[config.mk]
export PLATFORM = sky130hd
export DESIGN_NAME = sgi_router
export DESIGN_NICKNAME = d
export VERILOG_FILES = /design/src/rtl/sgi_pkg.sv /design/src/rtl/sgi_dispatch.sv /design/src/rtl/sgi_pend_bank.sv /design/src/rtl/sgi_target_port.sv /design/src/rtl/sgi_router.sv
export SDC_FILE = /design/constraint.sdc
export NUM_CORES = 1
export LEC_CHECK = 0
export BUFFER_PORTS_ARGS = -buffer_cell sky130_fd_sc_hd__buf_4
export CAP_MARGIN = 5
export CORE_MARGIN = 2
export CORE_UTILIZATION = 43
export DETAILED_ROUTE_END_ITERATION = 6
export PLACE_DENSITY = 0.69
export SYNTH_ARGS = -nofsm -noshare
export SYNTH_HDL_FRONTEND = slang
export SYNTH_SLANG_ARGS = --single-unit
[constraint.sdc]
create_clock -name clk -period 2.5 [get_ports clk]
set_input_delay 0.375 -clock clk [delete_from_list [all_inputs] [get_ports clk]]
set_output_delay 0.375 -clock clk [all_outputs]
set_load 0.1 [all_outputs]
[src/rtl/sgi_pkg.sv]
`timescale 1ns/1ps
package sgi_pkg;

    // Filter codes carried by a request
    typedef enum logic [1:0] {
        FLT_LIST   = 2'd0,
        FLT_OTHERS = 2'd1,
        FLT_SELF   = 2'd2,
        FLT_RSVD   = 2'd3
    } sgi_filter_e;

    // Acknowledge port states
    typedef enum logic [1:0] {
        TP_IDLE   = 2'd0,
        TP_GRANT  = 2'd1,
        TP_REFUSE = 2'd2,
        TP_SERVE  = 2'd3
    } tport_state_e;

endpackage

[src/rtl/sgi_dispatch.sv]
`timescale 1ns/1ps
module sgi_dispatch
    import sgi_pkg::*;
#(
    parameter int NCPU = 2,
    parameter int NID  = 16,
    parameter int REQW = 5,
    parameter int SRCW = (NCPU > 1) ? $clog2(NCPU) : 1,
    parameter int IDW  = $clog2(NID)
) (
    input  logic                 req_valid,
    input  logic [SRCW-1:0]      req_src,
    input  logic [REQW-1:0]      req_id,
    input  logic [1:0]           req_filter,
    input  logic [NCPU-1:0]      req_targets,
    input  logic                 req_secure,
    input  logic [NCPU*NID-1:0]  sec_map,
    output logic [NCPU-1:0]      deliver,
    output logic [IDW-1:0]       set_id,
    output logic                 reject
);

    logic [NCPU-1:0] self_mask;
    logic [NCPU-1:0] route_mask;
    logic            id_ok;
    logic            filt_ok;
    sgi_filter_e     filt;

    always_comb begin
        filt    = sgi_filter_e'(req_filter);
        id_ok   = (32'(req_id) < NID);
        set_id  = req_id[IDW-1:0];
        for (int s = 0; s < NCPU; s++) begin
            self_mask[s] = (SRCW'(s) == req_src);
        end
        filt_ok = 1'b1;
        unique case (filt)
            FLT_LIST:   route_mask = req_targets;
            FLT_OTHERS: route_mask = ~self_mask;
            FLT_SELF:   route_mask = self_mask;
            FLT_RSVD: begin
                route_mask = '0;
                filt_ok    = 1'b0;
            end
        endcase
        reject = req_valid && !(id_ok && filt_ok);
        for (int t = 0; t < NCPU; t++) begin
            deliver[t] = req_valid && id_ok && filt_ok && route_mask[t]
                       && (sec_map[t*NID + int'(set_id)] == req_secure);
        end
    end

endmodule

[src/rtl/sgi_pend_bank.sv]
`timescale 1ns/1ps
module sgi_pend_bank #(
    parameter int NCPU = 2,
    parameter int NID  = 16,
    parameter int SRCW = (NCPU > 1) ? $clog2(NCPU) : 1,
    parameter int IDW  = $clog2(NID)
) (
    input  logic                 clk,
    input  logic                 rst_n,
    input  logic                 set_en,
    input  logic [IDW-1:0]       set_id,
    input  logic [SRCW-1:0]      set_src,
    input  logic                 clr_en,
    input  logic [IDW-1:0]       clr_id,
    input  logic [SRCW-1:0]      clr_src,
    input  logic [IDW-1:0]       look_id,
    output logic                 look_any,
    output logic [SRCW-1:0]      look_src,
    output logic [NID*NCPU-1:0]  pend
);

    logic [NID-1:0][NCPU-1:0] pend_q;
    logic [NID-1:0][NCPU-1:0] pend_d;

    always_comb begin
        for (int i = 0; i < NID; i++) begin
            for (int s = 0; s < NCPU; s++) begin
                pend_d[i][s] = pend_q[i][s];
                if (clr_en && clr_id == IDW'(i) && clr_src == SRCW'(s))
                    pend_d[i][s] = 1'b0;
                if (set_en && set_id == IDW'(i) && set_src == SRCW'(s))
                    pend_d[i][s] = 1'b1;
            end
        end
    end

    always_ff @(posedge clk or negedge rst_n) begin
        if (!rst_n) pend_q <= '0;
        else        pend_q <= pend_d;
    end

    always_comb begin
        look_any = |pend_q[look_id];
        look_src = '0;
        for (int s = NCPU - 1; s >= 0; s--) begin
            if (pend_q[look_id][s]) look_src = SRCW'(s);
        end
    end

    assign pend = pend_q;

    // only a pending instance may be taken
    a_r7_clear_was_pending: assert property (@(posedge clk) disable iff (!rst_n)
        clr_en |-> pend_q[clr_id][clr_src]);

    // no lower-numbered source is left waiting
    a_r7_lowest_first: assert property (@(posedge clk) disable iff (!rst_n)
        clr_en |-> ((pend_q[clr_id] & ((NCPU'(1) << clr_src) - NCPU'(1))) == '0));

    // a delivery always lands, even against a clear
    a_r10_set_wins: assert property (@(posedge clk) disable iff (!rst_n)
        set_en |=> pend_q[$past(set_id)][$past(set_src)]);

endmodule

[src/rtl/sgi_target_port.sv]
`timescale 1ns/1ps
module sgi_target_port
    import sgi_pkg::*;
#(
    parameter int NCPU = 2,
    parameter int NID  = 16,
    parameter int SRCW = (NCPU > 1) ? $clog2(NCPU) : 1,
    parameter int IDW  = $clog2(NID)
) (
    input  logic             clk,
    input  logic             rst_n,
    input  logic             ack_req,
    input  logic [IDW-1:0]   ack_sel,
    input  logic             eoi,
    input  logic             look_any,
    input  logic [SRCW-1:0]  look_src,
    output logic [IDW-1:0]   look_id,
    output logic             clr_en,
    output logic [IDW-1:0]   clr_id,
    output logic [SRCW-1:0]  clr_src,
    output logic             ack_valid,
    output logic             ack_ok,
    output logic [IDW-1:0]   ack_id,
    output logic [SRCW-1:0]  ack_src,
    output logic             in_service
);

    tport_state_e    state_q, state_d;
    logic [IDW-1:0]  id_q;
    logic [SRCW-1:0] src_q;

    // next state
    always_comb begin
        state_d = state_q;
        unique case (state_q)
            TP_IDLE:   if (ack_req) state_d = look_any ? TP_GRANT : TP_REFUSE;
            TP_GRANT:  state_d = TP_SERVE;
            TP_REFUSE: state_d = TP_IDLE;
            TP_SERVE:  if (eoi) state_d = TP_IDLE;
        endcase
    end

    // state register and response capture
    always_ff @(posedge clk or negedge rst_n) begin
        if (!rst_n) begin
            state_q <= TP_IDLE;
            id_q    <= '0;
            src_q   <= '0;
        end else begin
            state_q <= state_d;
            if (state_q == TP_IDLE && ack_req) begin
                id_q  <= ack_sel;
                src_q <= look_any ? look_src : '0;
            end
        end
    end

    // outputs
    always_comb begin
        look_id    = ack_sel;
        clr_id     = ack_sel;
        clr_src    = look_src;
        clr_en     = (state_q == TP_IDLE) && ack_req && look_any;
        ack_valid  = (state_q == TP_GRANT) || (state_q == TP_REFUSE);
        ack_ok     = (state_q == TP_GRANT);
        ack_id     = id_q;
        ack_src    = src_q;
        in_service = (state_q == TP_SERVE);
    end

    // a response lasts exactly one cycle
    a_r7_response_pulse: assert property (@(posedge clk) disable iff (!rst_n)
        ack_valid |=> !ack_valid);

    // a grant is followed by service
    a_r7_grant_then_serve: assert property (@(posedge clk) disable iff (!rst_n)
        (ack_valid && ack_ok) |=> in_service);

    // in service, nothing answers and service holds until eoi
    a_r9_serve_silent: assert property (@(posedge clk) disable iff (!rst_n)
        (in_service && !eoi) |=> (in_service && !ack_valid));

    // no pending bit is taken while serving
    a_r9_no_take_in_service: assert property (@(posedge clk) disable iff (!rst_n)
        in_service |-> !clr_en);

endmodule

[src/rtl/sgi_router.sv]
`timescale 1ns/1ps
module sgi_router #(
    parameter int NCPU = 2,
    parameter int NID  = 16,
    parameter int REQW = 5,
    parameter int SRCW = (NCPU > 1) ? $clog2(NCPU) : 1,
    parameter int IDW  = $clog2(NID)
) (
    input  logic                      clk,
    input  logic                      rst_n,
    input  logic                      req_valid,
    input  logic [SRCW-1:0]           req_src,
    input  logic [REQW-1:0]           req_id,
    input  logic [1:0]                req_filter,
    input  logic [NCPU-1:0]           req_targets,
    input  logic                      req_secure,
    input  logic [NCPU*NID-1:0]       sec_map,
    input  logic [NCPU-1:0]           ack_req,
    input  logic [NCPU*IDW-1:0]       ack_sel,
    input  logic [NCPU-1:0]           eoi,
    output logic                      req_reject,
    output logic [NCPU-1:0]           ack_valid,
    output logic [NCPU-1:0]           ack_ok,
    output logic [NCPU*IDW-1:0]       ack_id,
    output logic [NCPU*SRCW-1:0]      ack_src,
    output logic [NCPU-1:0]           in_service,
    output logic [NCPU*NID*NCPU-1:0]  pend_bits
);

    localparam int BANKW = NID * NCPU;

    logic [NCPU-1:0] deliver;
    logic [IDW-1:0]  set_id;
    logic            reject;

    sgi_dispatch #(.NCPU(NCPU), .NID(NID), .REQW(REQW), .SRCW(SRCW), .IDW(IDW)) u_dispatch (
        .req_valid   (req_valid),
        .req_src     (req_src),
        .req_id      (req_id),
        .req_filter  (req_filter),
        .req_targets (req_targets),
        .req_secure  (req_secure),
        .sec_map     (sec_map),
        .deliver     (deliver),
        .set_id      (set_id),
        .reject      (reject)
    );

    always_ff @(posedge clk or negedge rst_n) begin
        if (!rst_n) req_reject <= 1'b0;
        else        req_reject <= reject;
    end

    for (genvar t = 0; t < NCPU; t++) begin : g_cpu
        logic            look_any;
        logic [SRCW-1:0] look_src;
        logic [IDW-1:0]  look_id;
        logic            clr_en;
        logic [IDW-1:0]  clr_id;
        logic [SRCW-1:0] clr_src;

        sgi_pend_bank #(.NCPU(NCPU), .NID(NID), .SRCW(SRCW), .IDW(IDW)) u_bank (
            .clk      (clk),
            .rst_n    (rst_n),
            .set_en   (deliver[t]),
            .set_id   (set_id),
            .set_src  (req_src),
            .clr_en   (clr_en),
            .clr_id   (clr_id),
            .clr_src  (clr_src),
            .look_id  (look_id),
            .look_any (look_any),
            .look_src (look_src),
            .pend     (pend_bits[t*BANKW +: BANKW])
        );

        sgi_target_port #(.NCPU(NCPU), .NID(NID), .SRCW(SRCW), .IDW(IDW)) u_port (
            .clk        (clk),
            .rst_n      (rst_n),
            .ack_req    (ack_req[t]),
            .ack_sel    (ack_sel[t*IDW +: IDW]),
            .eoi        (eoi[t]),
            .look_any   (look_any),
            .look_src   (look_src),
            .look_id    (look_id),
            .clr_en     (clr_en),
            .clr_id     (clr_id),
            .clr_src    (clr_src),
            .ack_valid  (ack_valid[t]),
            .ack_ok     (ack_ok[t]),
            .ack_id     (ack_id[t*IDW +: IDW]),
            .ack_src    (ack_src[t*SRCW +: SRCW]),
            .in_service (in_service[t])
        );

        // a destination whose security bit mismatches gains nothing from the request
        a_r5_security_gate: assert property (@(posedge clk) disable iff (!rst_n)
            (req_valid && (32'(req_id) < NID) && !clr_en
             && sec_map[t*NID + int'(req_id[IDW-1:0])] != req_secure)
            |=> $stable(pend_bits[t*BANKW +: BANKW]));
    end

    // out-of-range numbers are refused
    a_r1_bad_id_rejected: assert property (@(posedge clk) disable iff (!rst_n)
        (req_valid && 32'(req_id) >= NID) |=> req_reject);

    // the reserved filter code is refused
    a_r4_rsvd_filter_rejected: assert property (@(posedge clk) disable iff (!rst_n)
        (req_valid && req_filter == 2'd3) |=> req_reject);

endmodule

==> results of run 1 <==
==> synth_stat cells, types with 4 or more instances <==
cell | number | area [um2]
mux4_1 | 7 | 184
mux2_2 | 13 | 146
o21ai_1 | 39 | 195
o21ai_0 | 68 | 340
nand3_1 | 7 | 35.0
nor2b_1 | 9 | 56.3
o41ai_1 | 11 | 96.3
nand4_1 | 4 | 25.0
or4_1 | 4 | 30.0
nor2_1 | 16 | 60.1
buf_6 | 6 | 67.6
mux4_2 | 15 | 338
mux2i_1 | 7 | 70.1
ha_1 | 6 | 75.1
o31ai_1 | 10 | 75.1
buf_4 | 10 | 75.1
dfrtp_1 | 79 | 1980
clkbuf_1 | 11 | 41.3
nand2_1 | 35 | 131
inv_1 | 12 | 45.0
==> path summary, 6_finish.rpt <==
| kind | to | from | cells past startpoint |
|---|---|---|---|
| hold / removal | g_cpu[0].u_bank.pend[22] | rst_n | 1 |
| setup reg to reg | g_cpu[1].u_bank.pend[25] | g_cpu[1].u_bank.pend[28] | 5 |
| max in group asynchronous | g_cpu[0].u_bank.pend[27] | rst_n | 2 |
| setup / recovery | g_cpu[1].u_bank.pend[25] | g_cpu[1].u_bank.pend[28] | 5 |
| min in group clk | req_reject | req_valid | 2 |
| hold reg to reg | g_cpu[1].u_port.ack_id[0] | g_cpu[1].u_port.ack_id[0] | 2 |
==> metrics by stage <==
stage | area, um2 | worst slack, ns | instances
2_1_floorplan | 4480 | 0.0124 | 422
3_3_place_gp | 5560 | 0.204 | 675
3_5_place_dp | 5560 | 0.129 | 675
4_1_cts | 5750 | 0.312 | 691
5_1_grt | 5750 | 0.209 | 691
6_report | 5750 | 0.291 | 691
==> metal layers <==
layer / vias to the layer above / GRT usage (%)
met3: 26 / 3.00
met4: 0 / 9.87
li1: 1845 / -
met1: 2040 / 33.9
met5: - / 0
met2: 238 / 38.8
==> power by group through the flow <==
stage	sequential, W	clock (W)	combinational [W]
2_1_floorplan	0.00285	0	0.00126
3_3_place_gp	0.00167	0	0.00300
3_5_place_dp	0.00168	0	0.00304
4_1_cts	0.00165	0.000943	0.00304
5_1_grt	0.00168	0.000999	0.00317
6_report	0.00166	0.000938	0.00303
==> area by class of cell <==
cell class / count / area [um2]
clock buffer: 11 / 131
clock inverter: 5 / 58.8
fill: 917 / 4480
inverter: 13 / 48.8
multi-input combinational: 300 / 2240
sequential: 79 / 1980
tap: 136 / 170
timing repair buffer: 147 / 1120
==> registers in the layout, summed over array words and instances (netlist names) <==
| signal | cells |
|---|---|
| g_cpu.u_port.ack_id | 8 |
| req_reject | 1 |
| g_cpu.u_bank.pend | 64 |
| g_cpu.u_port.ack_src | 2 |
| g_cpu.u_port.state_q | 4 |
==> cells by family (layout without fill, tap and decap cells) <==
family,count (synthesis),in the layout,synth area share [%]
AOI/OAI and AO/OA,144,144,18.8
and+or+nand+nor,104,104,11.9
DFF,79,79,44.2
muxes,44,44,17.1
buffers and inverters,43,176,5.74
adders and majority gates,6,6,1.68
xor gates and xnor gates,2,2,0.560
==> worst reg2reg max path, stage by stage (launching register included) <==
cell	delay, ns
dfrtp_2	0.43
mux4_2	0.48
mux2_2	0.34
or4_1	0.60
o21ai_1	0.15
o21ai_1	0.09
==> results.md, run 1 <==
- HPWL Detailed: 10000 um
- Final Core Density: 56.2%
- CTS tree: done
- Hold_ws: 0.0532 ns
- Slew Viols, Final: 0
- Final nets: 614
- Seq cells post-synth: 79
- Net switching power: 0.00297 W
- Yosys warning count: 0
- Hold/Removal Path Class: input pin to asynchronous set/reset pin
- Total GRT Usage: 24.3%
- Hold Vio Cnt, Final: 0
- CTS Root Buffer Type: clkbuf_8
- IO Port Bufs: 138
- Grt ovf: 0
- CP Cell Sequence: mux4_2 -> mux2_2 -> or4_1 -> o21ai_1 -> o21ai_1
- CP Max Fanout: 7
- Slowest-stage cell, CP: or4_1
- Async SR Flop Fraction: 100%
- Max-slew headroom: 53.4%
- Max stage delay on crit path: 0.60 ns
- Sw frac: 52.8%
- Status: finished clean
- Largest net degree at the start of global routing: 51
- First-pass GRT wire length: 21300 um
- Total wire length: 13300 um
- Top sig layer: met4
- Worst EP required: 2.72 ns
- # IOs: 139
- Number of inserted diodes: 0
- Total CTS buffers: 9
- Clock Path Buffers: 2
- CP bufs+invs: 0
- Vias per cell: 6.00
- Worst Path Arrival: 2.43 ns
- Post-synth EDFFs: 0
- Main synth FF type: dfrtp_1
- Critical path launch point type: register
- TNS Setup: 0 ns
- VDD IR max: 0.747 mV
- Vias in the first global route: 4033
- Syn_nets: 486
- Metal2 WL: 6530 um
- Setup repair bufs after CTS: 0
- Die height: 106 um
- Initial Util: 43.7%
- Post-synthesis cell type count: 50
- Post-route ant nets: 0
- Post-synthesis sequential area ratio: 44.2%
- Leak pwr: 2.62 nW
- Reg-to-reg slack, setup: 0.29 ns
- 1st-iter DRT viols: 380
- Met1 WL: 5460 um
- CP dominant cell by count: o21ai_1
- Final worst path period need: 2.21 ns
- Number of hold buffers added after CTS: 0
- Core Box Area: 10200 um2
- Share of cells above drive strength 1: 37.1%
- DR WL met3: 987 um
- Cells after synthesis: 422
- Die area: 11200 um2
- Final Skew: 0.0143 ns
- RSZ-0062 raised after global routing: false
- Synth Area per Inst: 10.6 um2
- Power share of the sequential group: 29.4%
- # H-tree levels: 3
- Power density over cell area: 980 nW/um2
- Power, Total: 0.00563 W
- Setup CP Type: register to register
- Comb power frac: 53.9%
- DRC: 0
- Most common cell after layout, fill and taps aside: buf_4
- Clk network pwr share: 16.7%
- GP Congestion: 0.900
- Die X: 106 um
- Initial antenna violation count: 0
- Tightest Pin Transition: 0.699 ns
- Worst path top cell family by delay: multiplexers
- Final Cycle Share: 88.4%
- Internal Pwr Total: 0.00266 W
- CTS Sinks: 79
- PostCTS Resize Cnt: 0
- Clk pin slew, worst setup/hold paths: 0.09 ns
- Maximum clock rate: 453 MHz
- Placement row count: 37
- Area Growth Syn to Fin: 28.5%
- Most frequent cells in the layout: buf_4, dfrtp_1, o21ai_0
- Vias post-DR: 4149
- First-pass iteration count of the detailed router: 5
- Mapped Area: 4470 um2
- Worst skew pair latency: 0.35 ns
- Final setup viols: 0
- Drt wl/cell: 19.3 um
- Max Cap Violations: 0
- Crit end category: register
No activity file was read; power rests on OpenSTA's default activity.
==> run 2, diff against run 1 <==
--- a/config.mk
+++ b/config.mk
@@ -8,9 +8,9 @@
 export BUFFER_PORTS_ARGS = -buffer_cell sky130_fd_sc_hd__buf_4
 export CAP_MARGIN = 5
 export CORE_MARGIN = 2
-export CORE_UTILIZATION = 43
+export CORE_UTILIZATION = 52
 export DETAILED_ROUTE_END_ITERATION = 6
-export PLACE_DENSITY = 0.69
+export PLACE_DENSITY = 0.81
 export SYNTH_ARGS = -nofsm -noshare
 export SYNTH_HDL_FRONTEND = slang
 export SYNTH_SLANG_ARGS = --single-unit
==> constraint.sdc (replaced) <==
create_clock -name clk -period 2.5 [get_ports clk]
set_input_delay 0.5 -clock clk [delete_from_list [all_inputs] [get_ports clk]]
set_output_delay 0.5 -clock clk [all_outputs]
set_load 0.1 [all_outputs]
==> run 2 against run 1 <==
Compared with the run above:
- first-iteration DRC count increased by 7.9%
- utilization increased by 14 points
- largest cell class unchanged
- die area decreased by 17%
- clock-buffer cell count unchanged
- critical path type unchanged
- worst setup slack improved by 0.059 ns
- largest power group unchanged
- wire length decreased by 0.85%
- clock power increased by 15%
- sequential cell count unchanged
- highest routed layer unchanged
- cell count decreased by 4.3%
==> results.md, run 2 (synthesis gave the netlist of run 1 again) <==
- HPWL Detailed: 9870 um
- Number of hold buffers added after CTS: 0
- Max stage delay on crit path: 0.66 ns
- Die X: 96.7 um
- CTS Sinks: 79
- Vias post-DR: 4204
- Die area: 9350 um2
- Max-slew headroom: 51.4%
- Total GRT Usage: 28.7%
- Final Cycle Share: 86.0%
- Core Box Area: 8260 um2
- Critical path launch point type: register
- DRC: 0
- Clk pin slew, worst setup/hold paths: 0.08 ns
- VDD IR max: 0.611 mV
- Setup repair bufs after CTS: 0
- Post-route ant nets: 0
- Power density over cell area: 1000 nW/um2
- First-pass iteration count of the detailed router: 5
- Vias per cell: 6.36
- Final-layout fill cell count: 657
- Final worst path period need: 2.15 ns
- Maximum clock rate: 465 MHz
- Clock Path Buffers: 2
- Power share of the sequential group: 28.6%
- Most frequent cells in the layout: buf_4, dfrtp_1, o21ai_0
- Most common cell after layout, fill and taps aside: buf_4
- Dpl ws: 0.0193 ns
- Worst Path Arrival: 2.37 ns
- Number of inserted diodes: 0
- Vias in the first global route: 4073
- Largest net degree at the start of global routing: 48
- Final WS setup: 0.350 ns
- Share of cells above drive strength 1: 37.6%
- Hold/Removal Path Class: input pin to asynchronous set/reset pin
- Comb power frac: 52.7%
- Net switching power: 0.00297 W
- Slew Viols, Final: 0
- Drt wl/cell: 20.0 um
- Clk network pwr share: 18.7%
- Status: finished clean
- IO Port Bufs: 138
- Total wire length: 13200 um
- Reg-to-reg slack, setup: 0.35 ns
- Final nets: 615
- Slowest-stage cell, CP: a2111oi_0
- First-pass GRT wire length: 21500 um
- CP Max Fanout: 10
- Final setup viols: 0
- Grt ovf: 0
- Leak pwr: 2.65 nW
- CTS tree: done
- Crit end category: register
- CTS Root Buffer Type: clkbuf_8
- RSZ-0062 raised after global routing: false
- CP Cell Sequence: nor2b_1 -> a2111oi_0 -> o41ai_2 -> buf_4 -> a2111oi_2 -> a211oi_1
- Setup CP Type: register to register
- Sw frac: 51.4%
- Max Cap Violations: 0
- Final Skew: 0.00944 ns
- PostCTS Resize Cnt: 0
- Placement row count: 33
- TNS Setup: 0 ns
- Hold_ws: 0.166 ns
- Tightest Pin Transition: 0.711 ns
- Power, Total: 0.00578 W
- # IOs: 139
- Initial Util: 54.1%
- Hold Vio Cnt, Final: 0
- Die height: 96.7 um
- Worst EP required: 2.72 ns
- Area Growth Syn to Fin: 29.1%
- Max reg flops: 64
- Worst skew pair latency: 0.35 ns
- Internal Pwr Total: 0.00281 W
- Total CTS buffers: 9
- GP Congestion: 0.912
- Initial antenna violation count: 0
- # H-tree levels: 3
- 1st-iter DRT viols: 410
-- run 2: cell count changes in the layout (fill, tap and decap cells not counted) --
cell / delta
clkbuf_1: -2
bufinv_16: +1
clkinv_4: -1
clkbuf_8: +2
buf_12: +1
-- run 2: power by group through the flow --
stage	sequential [W]	clock, W	combinational [W]
finish	0.00165	0.00108	0.00305
global route	0.00168	0.00115	0.00317
CTS	0.00165	0.00109	0.00305
detailed placement	0.00167	0	0.00304
global placement	0.00167	0	0.00300
floorplan	0.00285	0	0.00126
-- run 2: through the flow --
stage | instances | cell area [um2] | utilization, %
finish | 661 | 5770 | 69.9
global route | 661 | 5770 | 69.9
CTS | 661 | 5770 | 69.9
detailed placement | 645 | 5540 | 67.1
global placement | 645 | 5540 | 67.1
floorplan | 422 | 4480 | -
-- run 2: critical path, delay by kind of cell (launching register included) --
| kind | cells | cell delay, ns |
|---|---|---|
| compound gates | 4 | 1.27 |
| buf+inv | 1 | 0.21 |
| flops | 1 | 0.40 |
| simple gates | 1 | 0.14 |
-- run 2: area by class of cell --
type                       count  area (um2)  area share [%]
sequential                    79        1980            34.4
timing repair buffer         148        1140            19.7
multi-input combinational    300        2240            38.8
clock inverter                 5        80.1            1.39
clock buffer                  11         151            2.62
inverter                      13        48.8           0.846
tap                          105         131            2.28
-- run 2: final timing paths --
check,startpoint,to,cells past startpoint
hold reg to reg,g_cpu[1].u_port.ack_id[0],g_cpu[1].u_port.ack_id[0],2
setup / recovery,g_cpu[0].u_bank.pend[0],g_cpu[0].u_port.state_q[0],6
setup reg to reg,g_cpu[0].u_bank.pend[0],g_cpu[0].u_port.state_q[0],6
hold / removal,rst_n,g_cpu[0].u_port.ack_id[0],1
max in group asynchronous,rst_n,g_cpu[1].u_bank.pend[17],2
min in group clk,req_valid,req_reject,2
-- run 2: per-layer routing --
| metal | vias up | part of all wire (%) | global-route usage [%] |
|---|---|---|---|
| met3 | 37 | 9.6 | 5.13 |
| li1 | 1843 | - | - |
| met2 | 293 | 48 | 44.2 |
| met1 | 2031 | 39 | 40.5 |
| met4 | 0 | 3.0 | 12.2 |
| met5 | - | 0 | 0 |
